File: src/rtl/clkrst_regs_pkg.sv
package clkrst_regs_pkg;

  localparam int WORD_W    = 32;
  localparam int NUM_WORDS = 4;   // 0 reset low, 1 reset high, 2 stop low, 3 stop high
  localparam int CLR_STEP  = 4;   // clear alias sits one word above the base

  localparam logic [11:0] RST_LO_OFF  = 12'h040;
  localparam logic [11:0] RST_HI_OFF  = 12'h050;
  localparam logic [11:0] STOP_LO_OFF = 12'h080;
  localparam logic [11:0] STOP_HI_OFF = 12'h090;

  // Decoded per-word strobes handed from the decoder to the datapath
  typedef struct packed {
    logic [NUM_WORDS-1:0] setStb;
    logic [NUM_WORDS-1:0] clrStb;
    logic [NUM_WORDS-1:0] rdSel;
  } regStrobe_t;

  function automatic logic [11:0] wordBase(input int k);
    case (k)
      0:       return RST_LO_OFF;
      1:       return RST_HI_OFF;
      2:       return STOP_LO_OFF;
      default: return STOP_HI_OFF;
    endcase
  endfunction

endpackage

File: src/rtl/clkrst_regs_ctrl.sv
module clkrst_regs_ctrl
  import clkrst_regs_pkg::*;
#(
  parameter int ADDR_W = 12
) (
  input  logic [ADDR_W-1:0] busAddr,
  input  logic              busWrEn,
  output regStrobe_t        strobe
);

  always_comb begin
    strobe = '0;
    for (int k = 0; k < NUM_WORDS; k++) begin
      if (busAddr == ADDR_W'(wordBase(k))) begin
        strobe.rdSel[k]  = 1'b1;
        strobe.setStb[k] = busWrEn;
      end
      if (busAddr == ADDR_W'(wordBase(k) + 12'(CLR_STEP))) begin
        strobe.rdSel[k]  = 1'b1;
        strobe.clrStb[k] = busWrEn;
      end
    end
  end

endmodule

File: src/rtl/clkrst_regs_dp.sv
module clkrst_regs_dp
  import clkrst_regs_pkg::*;
#(
  parameter int INV_BIT = 14
) (
  input  logic                clk,
  input  logic                rstN,
  input  regStrobe_t          strobe,
  input  logic [WORD_W-1:0]   wrData,
  output logic [WORD_W-1:0]   rdData,
  output logic [2*WORD_W-1:0] rstLines,
  output logic [2*WORD_W-1:0] clkEnable,
  output logic                uartDiv13
);

  localparam int LINES = 2 * WORD_W;
  localparam logic [LINES-1:0] INV_MASK = LINES'(1) << INV_BIT;
  localparam int DIV13_POS = 3 * WORD_W - 1;   // bit 31 of the low stop word

  logic [NUM_WORDS*WORD_W-1:0] curAll;
  logic [NUM_WORDS*WORD_W-1:0] nextAll;

  for (genvar k = 0; k < NUM_WORDS; k++) begin : gWord
    // Low stop word resets with the inverted-sense bit cleared (clock disabled)
    localparam logic [WORD_W-1:0] RESET_VAL =
      (k == 2) ? ~(WORD_W'(1) << INV_BIT) : '1;
    logic [WORD_W-1:0] cur;
    logic [WORD_W-1:0] nxt;

    // Clear is applied last, so it would win over a simultaneous set
    always_comb
      nxt = (cur | (strobe.setStb[k] ? wrData : '0))
                 & ~(strobe.clrStb[k] ? wrData : '0);

    always_ff @(posedge clk or negedge rstN)
      if (!rstN) cur <= RESET_VAL;
      else       cur <= nxt;

    assign curAll[k*WORD_W +: WORD_W]  = cur;
    assign nextAll[k*WORD_W +: WORD_W] = nxt;
  end

  // Output flops load from the next state so they move with the word
  always_ff @(posedge clk or negedge rstN)
    if (!rstN) begin
      rstLines  <= '1;
      clkEnable <= '0;
      uartDiv13 <= 1'b1;
    end else begin
      rstLines  <= nextAll[LINES-1:0];
      clkEnable <= nextAll[2*LINES-1:LINES] ^ ~INV_MASK;
      uartDiv13 <= nextAll[DIV13_POS];
    end

  always_comb begin
    rdData = '0;
    for (int k = 0; k < NUM_WORDS; k++)
      if (strobe.rdSel[k]) rdData = curAll[k*WORD_W +: WORD_W];
  end

endmodule

File: src/rtl/clkrst_regs.sv
module clkrst_regs
  import clkrst_regs_pkg::*;
#(
  parameter int ADDR_W  = 12,
  parameter int INV_BIT = 14
) (
  input  logic              clk,
  input  logic              rstN,
  input  logic [ADDR_W-1:0] busAddr,
  input  logic              busWrEn,
  input  logic [31:0]       busWrData,
  output logic [31:0]       busRdData,
  output logic [63:0]       rstLines,
  output logic [63:0]       clkEnable,
  output logic              uartDiv13
);

  regStrobe_t strobe;

  clkrst_regs_ctrl #(.ADDR_W(ADDR_W)) uCtrl (
    .busAddr (busAddr),
    .busWrEn (busWrEn),
    .strobe  (strobe)
  );

  clkrst_regs_dp #(.INV_BIT(INV_BIT)) uDp (
    .clk       (clk),
    .rstN      (rstN),
    .strobe    (strobe),
    .wrData    (busWrData),
    .rdData    (busRdData),
    .rstLines  (rstLines),
    .clkEnable (clkEnable),
    .uartDiv13 (uartDiv13)
  );

endmodule

File: config.mk
export PLATFORM = sky130hd
export DESIGN_NAME = clkrst_regs
export DESIGN_NICKNAME = d
export VERILOG_FILES = /design/src/rtl/clkrst_regs_pkg.sv /design/src/rtl/clkrst_regs_ctrl.sv /design/src/rtl/clkrst_regs_dp.sv /design/src/rtl/clkrst_regs.sv
export SDC_FILE = /design/constraint.sdc
export NUM_CORES = 1
export LEC_CHECK = 0
export BUFFER_PORTS_ARGS = -buffer_cell sky130_fd_sc_hd__buf_2
export CORE_UTILIZATION = 60
export CTS_BUF_LIST = sky130_fd_sc_hd__clkbuf_4
export CTS_CLUSTER_DIAMETER = 40
export CTS_CLUSTER_SIZE = 30
export DETAILED_ROUTE_END_ITERATION = 10
export PLACE_DENSITY = 0.86
export SYNTH_ARGS = -nofsm -noshare
export SYNTH_HDL_FRONTEND = slang
export SYNTH_SLANG_ARGS = --single-unit
File: constraint.sdc
create_clock -name clk -period 4.7 [get_ports clk]
set_clock_uncertainty 0.1 [all_clocks]
set_input_delay 0.94 -clock clk [delete_from_list [all_inputs] [get_ports clk]]
set_output_delay 0.94 -clock clk [all_outputs]
set_load 0.03 [all_outputs]
# Word-level counts from Yosys, hierarchy flattened
# Index checks and enable logic that the tools add are counted.
# word_totals
reg_bits	257
in_bits	47
out_inout_bits	161
wordCells	56
# op_classes
n_eq_ne	8
muxes	28
n_bitwise	13
# op_table
cell	n
32-bit two-way mux	12
32-bit AND	4
32-bit inverter	4
32-bit OR	4
63-bit inverter	1
12-bit by 7-bit == test with 1-bit output (second input constant)	4
12-bit by 8-bit == test with 1-bit output (second input constant)	4
1-bit two-way mux	16

# Logic depth before layout (Yosys ltp)
# depth
depth_word	7
depth_mapped	6
ltp_nobuf	3

# Cells and area by module
# A second synthesis with hierarchy kept.
# unflattened
hier_cells	709
area_unflattened_um2	7870.0
# modules_own_cells
mod	instances	cells_per_inst	area_per_inst_um2
clkrst_regs_dp	1	685	7632.3
clkrst_regs_ctrl	1	24	237.7

# Worst setup path before layout
# OpenSTA, ideal clock, no wires.
# synth_path
path_type	in2out
start	input port busAddr[9]
end	output port busRdData[10]
arrival_time_ns	2.277
t_required_ns	3.660
slack_ns	1.383
path_stages	5
n_path_buf	3
cell_sequence	nor3_2 buf_2 clkbuf_1 clkbuf_1 and3_1
# synth_between
elab_chain_len	7
# synth_rtl
element	line	source
start, declared	clkrst_regs.sv:9	input logic [ADDR_W-1:0] busAddr,
12-bit by 7-bit == test with 1-bit output	clkrst_regs_ctrl.sv:14	if (busAddr == ADDR_W'(wordBase(k))) begin
1-bit two-way mux	clkrst_regs_ctrl.sv:14	
1-bit two-way mux	clkrst_regs_ctrl.sv:18	if (busAddr == ADDR_W'(wordBase(k) + 12'(CLR_STEP))) begin
32-bit two-way mux (3 in series)	clkrst_regs_dp.sv:58	if (strobe.rdSel[k]) rdData = curAll[k*WORD_W +: WORD_W];
32-bit two-way mux (*)	clkrst_regs_dp.sv:58	
end, declared	clkrst_regs.sv:12	output logic [31:0] busRdData,
# Mark *: on every way between the ends. The rest lies on a longest branch, timed or not.

# Worst setup path in the final report
# layout_path
start	input port busAddr[5]
end	output port busRdData[14]
# Same word-level chain as after synthesis.

==> flow_metrics.env <==
export IMPL_run_status="finished, final reports clean"
export IMPL_drv_slew=0
export IMPL_syn_inst=815
export IMPL_async_flop_share_pct=100
export IMPL_track_usage_pct=28.8
export IMPL_synthFlopType="dfstp_2"
export IMPL_ir_drop_mv=0.180
export IMPL_clock_sinks=191
export IMPL_layout_nets=997
export IMPL_drc_errors=0
export IMPL_synth_compound_area_share_pct=2.00
export IMPL_worstMarginPinSlew_ns=1.03
export IMPL_cts_repair_resized=0
export IMPL_p_int_mw=2.10
export IMPL_globalRoute_totalOverflow=0
export IMPL_ff2ff_setup_slack_ns=3.77
export IMPL_power_frac_clock_pct=32.4
export IMPL_grt_antenna_before_repair=2
export IMPL_cts_post_setup_buffers_inserted=0
export IMPL_pin_count=208
export IMPL_num_vias=7591
export IMPL_synth_edf_count=0
export IMPL_cts_buffer_depth=2
export IMPL_nFillCells=1103
export IMPL_swShare_pct=25.7
export IMPL_yosys_area_share_simple_pct=17.1
export IMPL_antenna_left=0
export IMPL_grt_pass1_vias=7218
export IMPL_synth_area_um2=9990
export IMPL_root_buffer="clkbuf_4"
export IMPL_ys_warn_count=0
export IMPL_drive_gt1_share_pct=46.5
export IMPL_portBuffers=207
export IMPL_placed_cell_area_um2=11100
export IMPL_yosysSeqAreaShare_pct=49.5
export IMPL_yosys_top_cells_area="dfstp_2 (33%), dfrtp_1 (16%), mux2i_1 (13%), nand4_1 (8.0%), mux2_1 (7.3%)"
export IMPL_cp_arrival_ns=2.84
export IMPL_cts_tree="built"
export IMPL_start_util_pct=62.2
export IMPL_hold_path_class="input port to async pin"
export IMPL_worst_ep_required_time_ns=3.66
export IMPL_syn_area_per_cell_um2=12.3
export IMPL_vias_per_cell=6.43
export IMPL_finalSetupViolations=0
export IMPL_area_growth_pct=13.7
export IMPL_synthAdderAreaFrac_pct=0
export IMPL_yosysTopAreaCell="dfstp_2"
export IMPL_die_area_um2=17200
export IMPL_start_kind="input port"
export IMPL_p_leak_nw=5.29
export IMPL_final_cells=1181
export IMPL_cp_max_fo=32
export IMPL_hold_buffers=0
export IMPL_maxSlewHeadroom_pct=31.3
export IMPL_post_route_period_util_pct=82.5
export IMPL_synth_top_family_by_area="multiplexers"
export IMPL_gp_congestion=0.785
export IMPL_first_pass_iters=5
export IMPL_synth_xor_area_share_pct=0
export IMPL_switching_power_mw=0.728
export IMPL_initialDrtViolationCount=666
export IMPL_rsz0062_at_grt="no"
export IMPL_max_freq_mhz=258
export IMPL_synth_mux_area_share_pct=27.2
export IMPL_yosysTopAreaCellShare_pct=33.4
export IMPL_ys_types=20
export IMPL_die_height_um=131
export IMPL_tns_ns=0
export IMPL_path_class="input port to output pin"
export IMPL_routed_wl_mm=24.2
export IMPL_power_frac_comb_pct=8.8
export IMPL_p_seq_share_pct=58.8
export IMPL_regToRegEndpoint="uDp.clkEnable[44]"
export IMPL_ys_ff_latch=191
export IMPL_p_per_area_nw_per_um2=249
export IMPL_r2r_start="uDp.gWord[3].cur[12]"
export IMPL_place_inst=1147
export IMPL_fin_area_um2=11400
export IMPL_grt_pass1_wl_mm=38.0
export IMPL_htreeDepth=4
export IMPL_dieWidth_um=131
export IMPL_hold_viol=0
export IMPL_core_area_um2=16100
export IMPL_num_rows=46
export IMPL_numCtsBuffers=17
export IMPL_grt_start_max_net_pins=138
export IMPL_max_cap_violations=0
export IMPL_end_kind="output pin"
export IMPL_r2r_worst_path_cells=1
export IMPL_path_clk_slew_ns=0.15
export IMPL_dpl_hpwl_mm=14.5
export IMPL_synth_fp_nets=862
export IMPL_fin_crit_ns=3.88
export IMPL_clock_latency_ns=0.56
export IMPL_post_drt_wl_per_cell_um=20.5
## synth_stat cells (all sizes together) (2+ instances only)
cell,n
dfrtp,64
mux2i,127
nor4bb,32
or3b,2
nand4,127
dfstp,127
and4b,32
clkbuf,76
and3,32
o22ai,32
nor2b,2
buf,30
mux2,128
## logic make-up after synthesis
kind of cell | count (synthesis)
mux | 255
flops | 191
simple gates | 230
buf+inv | 107
compound gates | 32
## routing by layer
| metal | track usage (%) | vias up | share of wire (%) |
|---|---|---|---|
| li1 | - | 3423 | - |
| met1 | 40.1 | 3822 | 43 |
| met2 | 44.8 | 301 | 48 |
| met3 | 5.05 | 45 | 6.1 |
| met4 | 11.4 | 0 | 2.6 |
| met5 | 0 | - | 0 |
## worst max path at each step
stage               start             to  cells past startpoint
2_1_floorplan  busAddr[9]  busRdData[10]                      5
3_3_place_gp   busAddr[4]   busRdData[2]                      6
3_5_place_dp   busAddr[4]   busRdData[2]                      6
4_1_cts        busAddr[5]  busRdData[14]                      5
5_1_grt        busAddr[4]   busRdData[2]                      6
6_report       busAddr[5]  busRdData[14]                      5
## stage by stage
step	power, mW	util, %	worst slack, ns	hold slack (ns)
CTS	2.85	70.7	0.883	0.282
detailed placement	1.94	68.9	0.880	0.413
global placement	1.94	68.9	0.894	0.397
floorplan	1.84	-	1.38	0.387
finish	2.83	70.7	0.824	0.286
global route	2.93	70.7	0.753	0.307
## layout make-up
type / instances / area, µm² / area share, %
Inverter: 1 / 6.26 / 0.0551
Clock buffer: 19 / 143 / 1.26
Timing Repair Buffer: 222 / 1210 / 10.6
Multi-Input combinational cell: 517 / 4640 / 40.9
Tap cell: 216 / 270 / 2.38
Clock inverter: 13 / 148 / 1.30
Antenna cell: 2 / 5.00 / 0.0441
Sequential cell: 191 / 4940 / 43.5
## flip-flops by register name, summed over array words and instances, names as in the netlist
name and cells:
uDp.gWord.cur 126, uDp.clkEnable 64, uDp.rstLines 1
## cell usage in the layout, fill, tap and decap left out
cell type / count
buf_2: 205
or3b_2: 2
buf_4: 12
bufinv_16: 3
nor4_4: 1
buf_12: 4
mux2i_1: 127
dfstp_2: 127
nand4_1: 127
buf_6: 1
o22ai_1: 32
and3_1: 32
clkinv_4: 3
and4_1: 1
mux2_1: 65
nor2b_4: 2
inv_4: 1
clkinv_2: 4
dfrtp_1: 64
mux2_2: 63
clkinv_1: 3
and4b_1: 32
nor3_4: 1
diode_2: 2
clkbuf_4: 19
nor4bb_1: 32
## critical path: stages
cell     delay [ns]
buf_2          0.23
or3b_2         0.88
o22ai_1        0.39
and3_1         0.19
buf_2          0.19
## power groups by stage
stage / Combinational [mW] / Clock [mW] / Sequential [mW]
2_1_floorplan: 0.136 / 0 / 1.70
3_3_place_gp: 0.246 / 0 / 1.69
3_5_place_dp: 0.249 / 0 / 1.69
4_1_cts: 0.249 / 0.933 / 1.67
5_1_grt: 0.270 / 0.996 / 1.67
6_report: 0.250 / 0.918 / 1.67
(Power assumes the default switching activity.)
